### config.mk
export PLATFORM = sky130hd
export DESIGN_NAME = vec_irq_ctrl
export DESIGN_NICKNAME = d
export VERILOG_FILES = /design/src/rtl/vic_pkg.sv /design/src/rtl/vic_pend_flags.sv /design/src/rtl/vic_prio_pick.sv /design/src/rtl/vic_core_ctrl.sv /design/src/rtl/vec_irq_ctrl.sv
export SDC_FILE = /design/constraint.sdc
export NUM_CORES = 1
export LEC_CHECK = 0
export ABC_CLOCK_PERIOD_IN_PS = 2400
export BUFFER_PORTS_ARGS = -buffer_cell sky130_fd_sc_hd__buf_4
export CORE_MARGIN = 4
export CORE_UTILIZATION = 38
export CTS_CLUSTER_DIAMETER = 80
export CTS_CLUSTER_SIZE = 16
export DETAILED_ROUTE_END_ITERATION = 8
export HOLD_SLACK_MARGIN = 0.08
export PLACE_DENSITY_LB_ADDON = 0.12
export SYNTH_ARGS = -nofsm -noshare
export SYNTH_HDL_FRONTEND = slang
export SYNTH_SLANG_ARGS = --single-unit
### constraint.sdc
create_clock -name clk -period 2.4 [get_ports clk]
set_clock_uncertainty 0.2 [all_clocks]
set_input_delay 0.48 -clock clk [delete_from_list [all_inputs] [get_ports clk]]
set_output_delay 0.48 -clock clk [all_outputs]
set_load 0.05 [all_outputs]
### src/rtl/vic_pkg.sv
package vic_pkg;

    typedef enum logic {
        ST_IDLE = 1'b0,
        ST_REQ  = 1'b1
    } vic_state_e;

endpackage

### src/rtl/vic_pend_flags.sv
module vic_pend_flags #(
    parameter int NUM_SRC = 12
) (
    input  logic               clk,
    input  logic               rst_n,
    input  logic [NUM_SRC-1:0] set_i,
    input  logic [NUM_SRC-1:0] sw_clr_i,
    input  logic [NUM_SRC-1:0] svc_clr_i,
    output logic [NUM_SRC-1:0] flags_o
);

    typedef struct packed {
        logic [NUM_SRC-1:0] flags;
    } fl_t;

    fl_t                fl_d, fl_q;
    logic [NUM_SRC-1:0] flag_nxt;

    // A new event beats both kinds of clear, so no pulse is lost.
    for (genvar gi = 0; gi < NUM_SRC; gi++) begin : g_flag
        assign flag_nxt[gi] = set_i[gi] |
                              (fl_q.flags[gi] & ~sw_clr_i[gi] & ~svc_clr_i[gi]);
    end

    always_comb begin
        fl_d       = fl_q;
        fl_d.flags = flag_nxt;
    end

    always_ff @(posedge clk) begin
        if (!rst_n) fl_q <= '0;
        else        fl_q <= fl_d;
    end

    assign flags_o = fl_q.flags;

endmodule

### src/rtl/vic_prio_pick.sv
module vic_prio_pick #(
    parameter int NUM_SRC = 12,
    parameter int IDX_W   = 4
) (
    input  logic [NUM_SRC-1:0] cand_i,
    output logic               any_o,
    output logic [IDX_W-1:0]   idx_o,
    output logic [NUM_SRC-1:0] grant_o
);

    // lower_hit[i] is set when some candidate below index i exists.
    logic [NUM_SRC:0] lower_hit;

    assign lower_hit[0] = 1'b0;

    for (genvar gi = 0; gi < NUM_SRC; gi++) begin : g_chain
        assign lower_hit[gi+1] = lower_hit[gi] | cand_i[gi];
        assign grant_o[gi]     = cand_i[gi] & ~lower_hit[gi];
    end

    assign any_o = lower_hit[NUM_SRC];

    always_comb begin
        idx_o = '0;
        for (int i = 0; i < NUM_SRC; i++) begin
            if (grant_o[i]) idx_o = idx_o | IDX_W'(i);
        end
    end

endmodule

### src/rtl/vic_core_ctrl.sv
module vic_core_ctrl
    import vic_pkg::*;
#(
    parameter int NUM_SRC   = 12,
    parameter int IDX_W     = 4,
    parameter int ADDR_W    = 8,
    parameter int STRIDE_SH = 2
) (
    input  logic               clk,
    input  logic               rst_n,
    input  logic               any_i,
    input  logic [IDX_W-1:0]   idx_i,
    input  logic [NUM_SRC-1:0] grant_i,
    input  logic               gie_set_i,
    input  logic               gie_clr_i,
    input  logic               reti_i,
    input  logic               ack_i,
    output logic               irq_req_o,
    output logic               gie_o,
    output logic [ADDR_W-1:0]  vec_addr_o,
    output logic               vec_valid_o,
    output logic               take_o,
    output logic [NUM_SRC-1:0] svc_clr_o
);

    typedef struct packed {
        vic_state_e         state;
        logic               gie;
        logic [ADDR_W-1:0]  vec_addr;
        logic               vec_valid;
    } ctl_t;

    ctl_t ctl_d, ctl_q;
    logic take;

    always_comb begin
        ctl_d           = ctl_q;
        ctl_d.vec_valid = 1'b0;
        take            = 1'b0;

        unique case (ctl_q.state)
            ST_IDLE: begin
                if (ctl_q.gie && any_i) ctl_d.state = ST_REQ;
            end
            ST_REQ: begin
                if (!(ctl_q.gie && any_i)) begin
                    ctl_d.state = ST_IDLE;
                end else if (ack_i) begin
                    take            = 1'b1;
                    ctl_d.state     = ST_IDLE;
                    ctl_d.vec_valid = 1'b1;
                    // Position 0 is reserved for reset, so source i is at i+1.
                    ctl_d.vec_addr  = (ADDR_W'(idx_i) + ADDR_W'(1)) << STRIDE_SH;
                end
            end
            default: ctl_d.state = ST_IDLE;
        endcase

        if (take)                      ctl_d.gie = 1'b0;
        else if (gie_clr_i)            ctl_d.gie = 1'b0;
        else if (gie_set_i || reti_i)  ctl_d.gie = 1'b1;
    end

    always_ff @(posedge clk) begin
        if (!rst_n) begin
            ctl_q.state     <= ST_IDLE;
            ctl_q.gie       <= 1'b0;
            ctl_q.vec_addr  <= '0;
            ctl_q.vec_valid <= 1'b0;
        end else begin
            ctl_q <= ctl_d;
        end
    end

    assign irq_req_o   = (ctl_q.state == ST_REQ);
    assign gie_o       = ctl_q.gie;
    assign vec_addr_o  = ctl_q.vec_addr;
    assign vec_valid_o = ctl_q.vec_valid;
    assign take_o      = take;
    assign svc_clr_o   = take ? grant_i : '0;

endmodule

### src/rtl/vec_irq_ctrl.sv
module vec_irq_ctrl #(
    parameter int NUM_SRC    = 12,
    parameter int VEC_STRIDE = 4,
    parameter int ADDR_W     = 8
) (
    input  logic               clk,
    input  logic               rst_n,
    input  logic [NUM_SRC-1:0] src_pulse,
    input  logic [NUM_SRC-1:0] src_en,
    input  logic [NUM_SRC-1:0] flag_clr,
    input  logic               gie_set,
    input  logic               gie_clr,
    input  logic               irq_ack,
    input  logic               reti,
    output logic               irq_req,
    output logic               vec_valid,
    output logic [ADDR_W-1:0]  vec_addr,
    output logic               gie,
    output logic [NUM_SRC-1:0] pending
);

    localparam int IDX_W     = (NUM_SRC > 1) ? $clog2(NUM_SRC) : 1;
    localparam int STRIDE_SH = $clog2(VEC_STRIDE);

    logic [NUM_SRC-1:0] cand_w;
    logic [NUM_SRC-1:0] grant_w;
    logic [NUM_SRC-1:0] svc_clr_w;
    logic [IDX_W-1:0]   idx_w;
    logic               any_w;
    logic               take_w;

    vic_pend_flags #(.NUM_SRC(NUM_SRC)) u_flags (
        .clk       (clk),
        .rst_n     (rst_n),
        .set_i     (src_pulse),
        .sw_clr_i  (flag_clr),
        .svc_clr_i (svc_clr_w),
        .flags_o   (pending)
    );

    assign cand_w = pending & src_en;

    vic_prio_pick #(.NUM_SRC(NUM_SRC), .IDX_W(IDX_W)) u_pick (
        .cand_i  (cand_w),
        .any_o   (any_w),
        .idx_o   (idx_w),
        .grant_o (grant_w)
    );

    vic_core_ctrl #(
        .NUM_SRC   (NUM_SRC),
        .IDX_W     (IDX_W),
        .ADDR_W    (ADDR_W),
        .STRIDE_SH (STRIDE_SH)
    ) u_ctrl (
        .clk         (clk),
        .rst_n       (rst_n),
        .any_i       (any_w),
        .idx_i       (idx_w),
        .grant_i     (grant_w),
        .gie_set_i   (gie_set),
        .gie_clr_i   (gie_clr),
        .reti_i      (reti),
        .ack_i       (irq_ack),
        .irq_req_o   (irq_req),
        .gie_o       (gie),
        .vec_addr_o  (vec_addr),
        .vec_valid_o (vec_valid),
        .take_o      (take_w),
        .svc_clr_o   (svc_clr_w)
    );

endmodule

## Yosys cells after proc, flatten, opt, wreduce, memory -nomap -nowiden

Cells that the tools add are included.

- Register bits: 20
- Input port bits: 42
- Output and inout bits: 23
- Logic and storage cells: 127

- $add $sub $neg: 1
- Mux-type cells: 20
- Bitwise operators: 96
- Reductions and logical operators: 5

Operators with widths:

| operator | count |
|---|---|
| $not A1 Y1 | 37 |
| $and A1 B1 Y1 | 35 |
| $or A1 B1 Y1 | 23 |
| $mux W4 | 4 |
| $and A12 B12 Y12 | 1 |
| $mux W12 | 1 |
| $mux W3 | 4 |
| $mux W1 | 8 |
| $reduce_and A3 Y1 | 2 |
| $add A4 B1 Y5 const B | 1 |
| $mux W2 | 2 |
| $reduce_or A3 Y1 | 1 |
| $pmux W1 S2 | 1 |
| $logic_and A1 B1 Y1 | 1 |
| $logic_or A1 B1 Y1 | 1 |

## Logic depth before layout (Yosys ltp)

- Depth after elaboration: 19
- Mapped depth: 9

## Cells and area by module

Synthesis repeated with hierarchy kept, for this count alone.

- Cells, all modules: 134
- Area total of the unflattened synthesis: 1194.9 um2

By module, submodules not included:

| module | instances | cells each | area each (um2) | sequential area each (um2) |
|---|---|---|---|---|
| vic_core_ctrl | 1 | 48 | 456.7 | 160.2 |
| vic_pend_flags | 1 | 37 | 431.7 | 240.2 |
| vic_prio_pick | 1 | 37 | 231.5 | 0.0 |
| vec_irq_ctrl | 1 | 12 | 75.1 | 0.0 |

## Worst setup path before layout

No wires, ideal clock.

- Path type: reg-to-reg
- Start: reg u_flags.fl_q, in the netlist u_flags.flags_o[8]
- End: reg, netlist name u_ctrl.vec_addr_o[4]
- Arrival time: 2.311 ns
- Data required time: 2.080 ns
- Slack: -0.231 ns
- Cell stages (with the launch flop): 9
- Cells stage by stage: dfxtp_1 > a222oi_1 > nand3_1 > a311oi_1 > nand4b_1 > ha_1 > and3b_1 > nor3_1 > nor3b_1

- Longest elaborated chain between the ends: 8
- Elaborated cells between the ends (all ways): 17
- Classes of those cells: add/sub: 1; mux: 3; bitwise: 11; reduce/logical: 2

RTL lines:

| item | line | text |
|---|---|---|
| start, declared | vic_pend_flags.sv:16 | `fl_t fl_d, fl_q;` |
| start signal, assigned | vic_pend_flags.sv:32 | `else fl_q <= fl_d;` |
| $and A12 B12 Y12 * | vec_irq_ctrl.sv:41 | `assign cand_w = pending & src_en;` |
| $or A1 B1 Y1 * | vic_prio_pick.sv:17 | `assign lower_hit[gi+1] = lower_hit[gi] \| cand_i[gi];` |
| $not A1 Y1 or $or A1 B1 Y1 (tied branches) | vic_prio_pick.sv:18, vic_prio_pick.sv:17 |  |
| $and A1 B1 Y1, or another cell as far along | vic_prio_pick.sv:18 | `assign grant_o[gi] = cand_i[gi] & ~lower_hit[gi];` |
| $mux W4, or another cell as far along | vic_prio_pick.sv:26 | `if (grant_o[i]) idx_o = idx_o \| IDX_W'(i);` |
| $mux W4 or $and A1 B1 Y1 (tied branches) | vic_prio_pick.sv:26, vic_prio_pick.sv:18 |  |
| $mux W4 | vic_prio_pick.sv:26 |  |
| $add A4 B1 Y5 | vic_core_ctrl.sv:53 | `ctl_d.vec_addr = (ADDR_W'(idx_i) + ADDR_W'(1)) << STRIDE_SH;` |

Every way passes the cells marked *; elsewhere a longest branch is shown, timed or not.
A chain may end at the register's enable or synchronous reset.

## Worst setup path in the final report

- Start: reg u_flags.fl_q, in the netlist u_flags.flags_o[4]
- End: reg, netlist name u_ctrl.vec_addr_o[4]

- Longest elaborated chain between the ends: 12
- Elaborated cells between the ends (all ways): 33
- Classes of those cells: add/sub: 1; mux: 8; bitwise: 22; reduce/logical: 2

RTL lines:

| item | line |
|---|---|
| $and A12 B12 Y12 * | vec_irq_ctrl.sv:41 |
| $or A1 B1 Y1 | vic_prio_pick.sv:17 |
| $not A1 Y1 or $or A1 B1 Y1 (tied branches) | vic_prio_pick.sv:18, vic_prio_pick.sv:17 |
| $and A1 B1 Y1, or another cell as far along | vic_prio_pick.sv:18 |
| $mux W3, or another cell as far along (3 in series) | vic_prio_pick.sv:26 |
| $mux W4, or another cell as far along (2 in series) | vic_prio_pick.sv:26 |
| $mux W4 or $and A1 B1 Y1 (tied branches) | vic_prio_pick.sv:26, vic_prio_pick.sv:18 |
| $mux W4 | vic_prio_pick.sv:26 |
| $add A4 B1 Y5 | vic_core_ctrl.sv:53 |

Marks and branches as above.

==> flow_summary.ini <==
[status]
outcome = finished clean

[sta]
hold_violations = 0
period_share_pct = 94.90
fin_setup_tns_ps = 0
setup-violations-final = 0
setup_ws_ps = 122.3
min_period_ps = 2278
timing.fmax_mhz = 439.0
slew_violations = 0

[global_route]
grt_pass1_wl_um = 5181
track_usage_pct = 18.30
antenna_found_initial = 0
grt_busiest_layer = met2
grt_max_degree = 27
use_met1_pct = 22.29
grt-ovfl-total = 0
grt_pass1_vias = 1191
grt_use_met3_pct = 2.516
globalRouteMet2Util_pct = 33.23

[critical_path]
startpoint = u_flags.flags_o[4]
r2r_setup_slack_ps = 120
worstPathMaxFanout = 5
path_class = flop to flop
cp.required_ps = 2430
cp.arrival_ps = 2310
crit_path_start_kind = flop
cpPeakStageDelay_ps = 400
r2r_end = u_ctrl.vec_addr_o[4]
r2r-start = u_flags.flags_o[4]
slowest_stage = a222oi_1
reg2reg_depth = 9
crit_end = u_ctrl.vec_addr_o[4]
critPathCaptureType = flop
crit_chain = a222oi_1 > buf_4 > and4_4 > nand4_1 > nand4b_1 > ha_1 > a21boi_2 > nor3_2 > nor3b_1

[floorplan]
io_pins = 65
rows = 18
coreArea_mm2 = 0.002590
initial_core_util_pct = 41.35
die_w_um = 61.09
dieArea_mm2 = 0.003732
die_h_um = 61.09

[clock_tree]
cts_tree = yes
cts_root_buffer = clkbuf_4
clk_pin_slew_worst_paths_ps = 120
cts_buffers = 3
htree_levels = 1
postCtsHoldBufs = 0
insertion_delay_ps = 310
clock_sinks = 20
cts_buffer_depth = 2

[finish]
fin_nets = 246
finalInstanceArea_mm2 = 0.001692
syn_to_final_growth_pct = 57.94
n_antenna_cell = 0
stdcell_count = 231
final_layout_size_suffix_gt1_share_pct = 50.25

[drt]
detail-route-antenna-nets = 0
wirelength_um = 3228
wl_per_cell_um = 13.97
viasPerCell = 5.303
drt_iter0_markers = 26
vias = 1225
drc = 0
dr.pass1.iters = 4

[synthesis]
synthDistinctLibCells = 32
netlist_instances = 126
syn_area_per_cell_um2 = 8.500
synth_seq_cells = 20
seq_area_frac_synth_pct = 37.38
yosys_warnings = 0
syn_area_mm2 = 0.001071

[placement]
dp_slack_ps = -161.4
dp_cells = 225
hpwl_um = 2588
place_area_mm2 = 0.001625
io_buffers = 61
gp_congestion = 0.7114

[pwr]
ir_worst_vdd_v = 0.0003384
p_per_area_mw_per_mm2 = 483.0
power_leakage_nw = 0.7932

[min_path]
hp-class = input port to flop

[job]
maxCapViolations = 0
kinds of logic (layout without fill, tap and decap cells):
family                   Yosys count  count (layout)  synth area share [%]
adder cells (fa/ha/maj)            1               1                 1.168
other                              1               3                0.3501
AND/OR/NAND/NOR                   57              57                 25.58
AO/OA/AOI/OAI                     32              32                 27.80
flip-flops                        20              20                 37.38
buffers and inverters             15              88                 7.710
worst min path at each step:
| stage | start | end | cells past startpoint |
|---|---|---|---|
| detailed placement | u_ctrl.vec_addr_o[3] | u_ctrl.vec_addr_o[3] | 2 |
| global route | flag_clr[9] | u_flags.flags_o[9] | 2 |
| CTS | gie_clr | u_ctrl.gie_o | 2 |
| global placement | u_ctrl.vec_addr_o[2] | u_ctrl.vec_addr_o[2] | 2 |
| finish | gie_clr | u_ctrl.gie_o | 2 |
| floorplan | gie_clr | u_ctrl.gie_o | 1 |
worst max-delay path: cells and delay by family, from the launching register on:
kind	cells	cell delay [ps]
AO/OA/AOI/OAI	2	570
flip-flops	1	360
AND/OR/NAND/NOR	5	700
adder cells (fa/ha/maj)	1	170
buffers and inverters	1	200
repair_timing:
action                                  in CTS  in global routing
gates resized for setup                      0                  9
hold endpoints to repair                     0                  0
endpoints found under the setup margin       0                  1
buffers inserted                             0                  3
cell usage after synthesis:
master / n / area share [%]
a311oi_1: 5 / 4.1
a21oi_1: 4 / 1.9
and3_2: 1 / 0.70
a22oi_1: 1 / 0.70
nand3_1: 6 / 2.8
a31o_4: 1 / 1.6
and2_2: 1 / 0.70
ha_1: 1 / 1.2
inv_1: 7 / 2.5
o21ai_0: 1 / 0.47
o21a_1: 6 / 4.2
nand2_1: 26 / 9.1
nand4b_1: 2 / 1.6
clkbuf_1: 3 / 1.1
a31oi_4: 1 / 2.0
o221a_2: 1 / 1.1
nand2b_1: 2 / 1.2
a222oi_1: 3 / 2.8
o31ai_2: 6 / 7.0
a31oi_1: 1 / 0.58
nand4_1: 4 / 2.3
buf_4: 3 / 2.1
a21boi_0: 2 / 1.4
buf_6: 2 / 2.1
dfxtp_1: 20 / 37
nor2_1: 8 / 2.8
conb_1: 1 / 0.35
and3_1: 1 / 0.58
and4_1: 1 / 0.82
and3b_1: 1 / 0.82
nor3b_1: 1 / 0.70
nor3_1: 3 / 1.4
flip-flops by register name, indices dropped and copies added (netlist names):
name	flops
u_flags.flags_o	12
u_ctrl.vec_valid_o	1
u_ctrl.irq_req_o	1
u_ctrl.vec_addr_o	5
u_ctrl.gie_o	1
power breakdown:
part           switching, mW  internal, mW
sequential            0.0177         0.350
combinational          0.151         0.133
clock                  0.107        0.0586
total                  0.276         0.541
placed cells by master (no fill, tap or decap), drive strengths merged:
master and n:
a222oi 3, a311oi 5, a31oi 2, nand4b 2, nand2b 2, nand3 6
ha 1, and3b 1, a21oi 4, nand2 26, nand4 4, nor3 3
and3 2, and4 1, nor2 8, o21a 6, dfxtp 20, o31ai 6
and2 1, a31o 1, inv 7, o221a 1, nor3b 1, clkbuf 3
conb 3, a22oi 1, buf 78, a21boi 2, o21ai 1
stage by stage:
stage | hold slack [ps] | util [%] | total power [mW]
2_1_floorplan | 358.1 | - | 0.5214
3_3_place_gp | 258.0 | 62.75 | 0.6352
3_5_place_dp | 275.1 | 62.75 | 0.6417
4_1_cts | 129.6 | 63.62 | 0.8020
5_1_grt | 133.4 | 65.31 | 0.8529
6_report | 123.3 | 65.31 | 0.8170
final cells by class:
class | count | area, µm²
clock buffers | 3 | 22.52
fillers | 239 | 898.4
inverters | 7 | 26.28
multi-input cells | 93 | 613.1
flip-flops and latches | 20 | 406.6
well taps | 30 | 37.54
repair buffers | 78 | 585.6
per-layer routing:
layer / share of wire, % / wire length [µm] / up-vias
met5: 0 / 0 / -
met4: 1.1 / 35 / 0
met3: 8.2 / 264 / 4
met2: 52 / 1687 / 48
met1: 38 / 1240 / 569
li1: - / - / 604
Note: power is estimated with default switching activity, not from simulation.
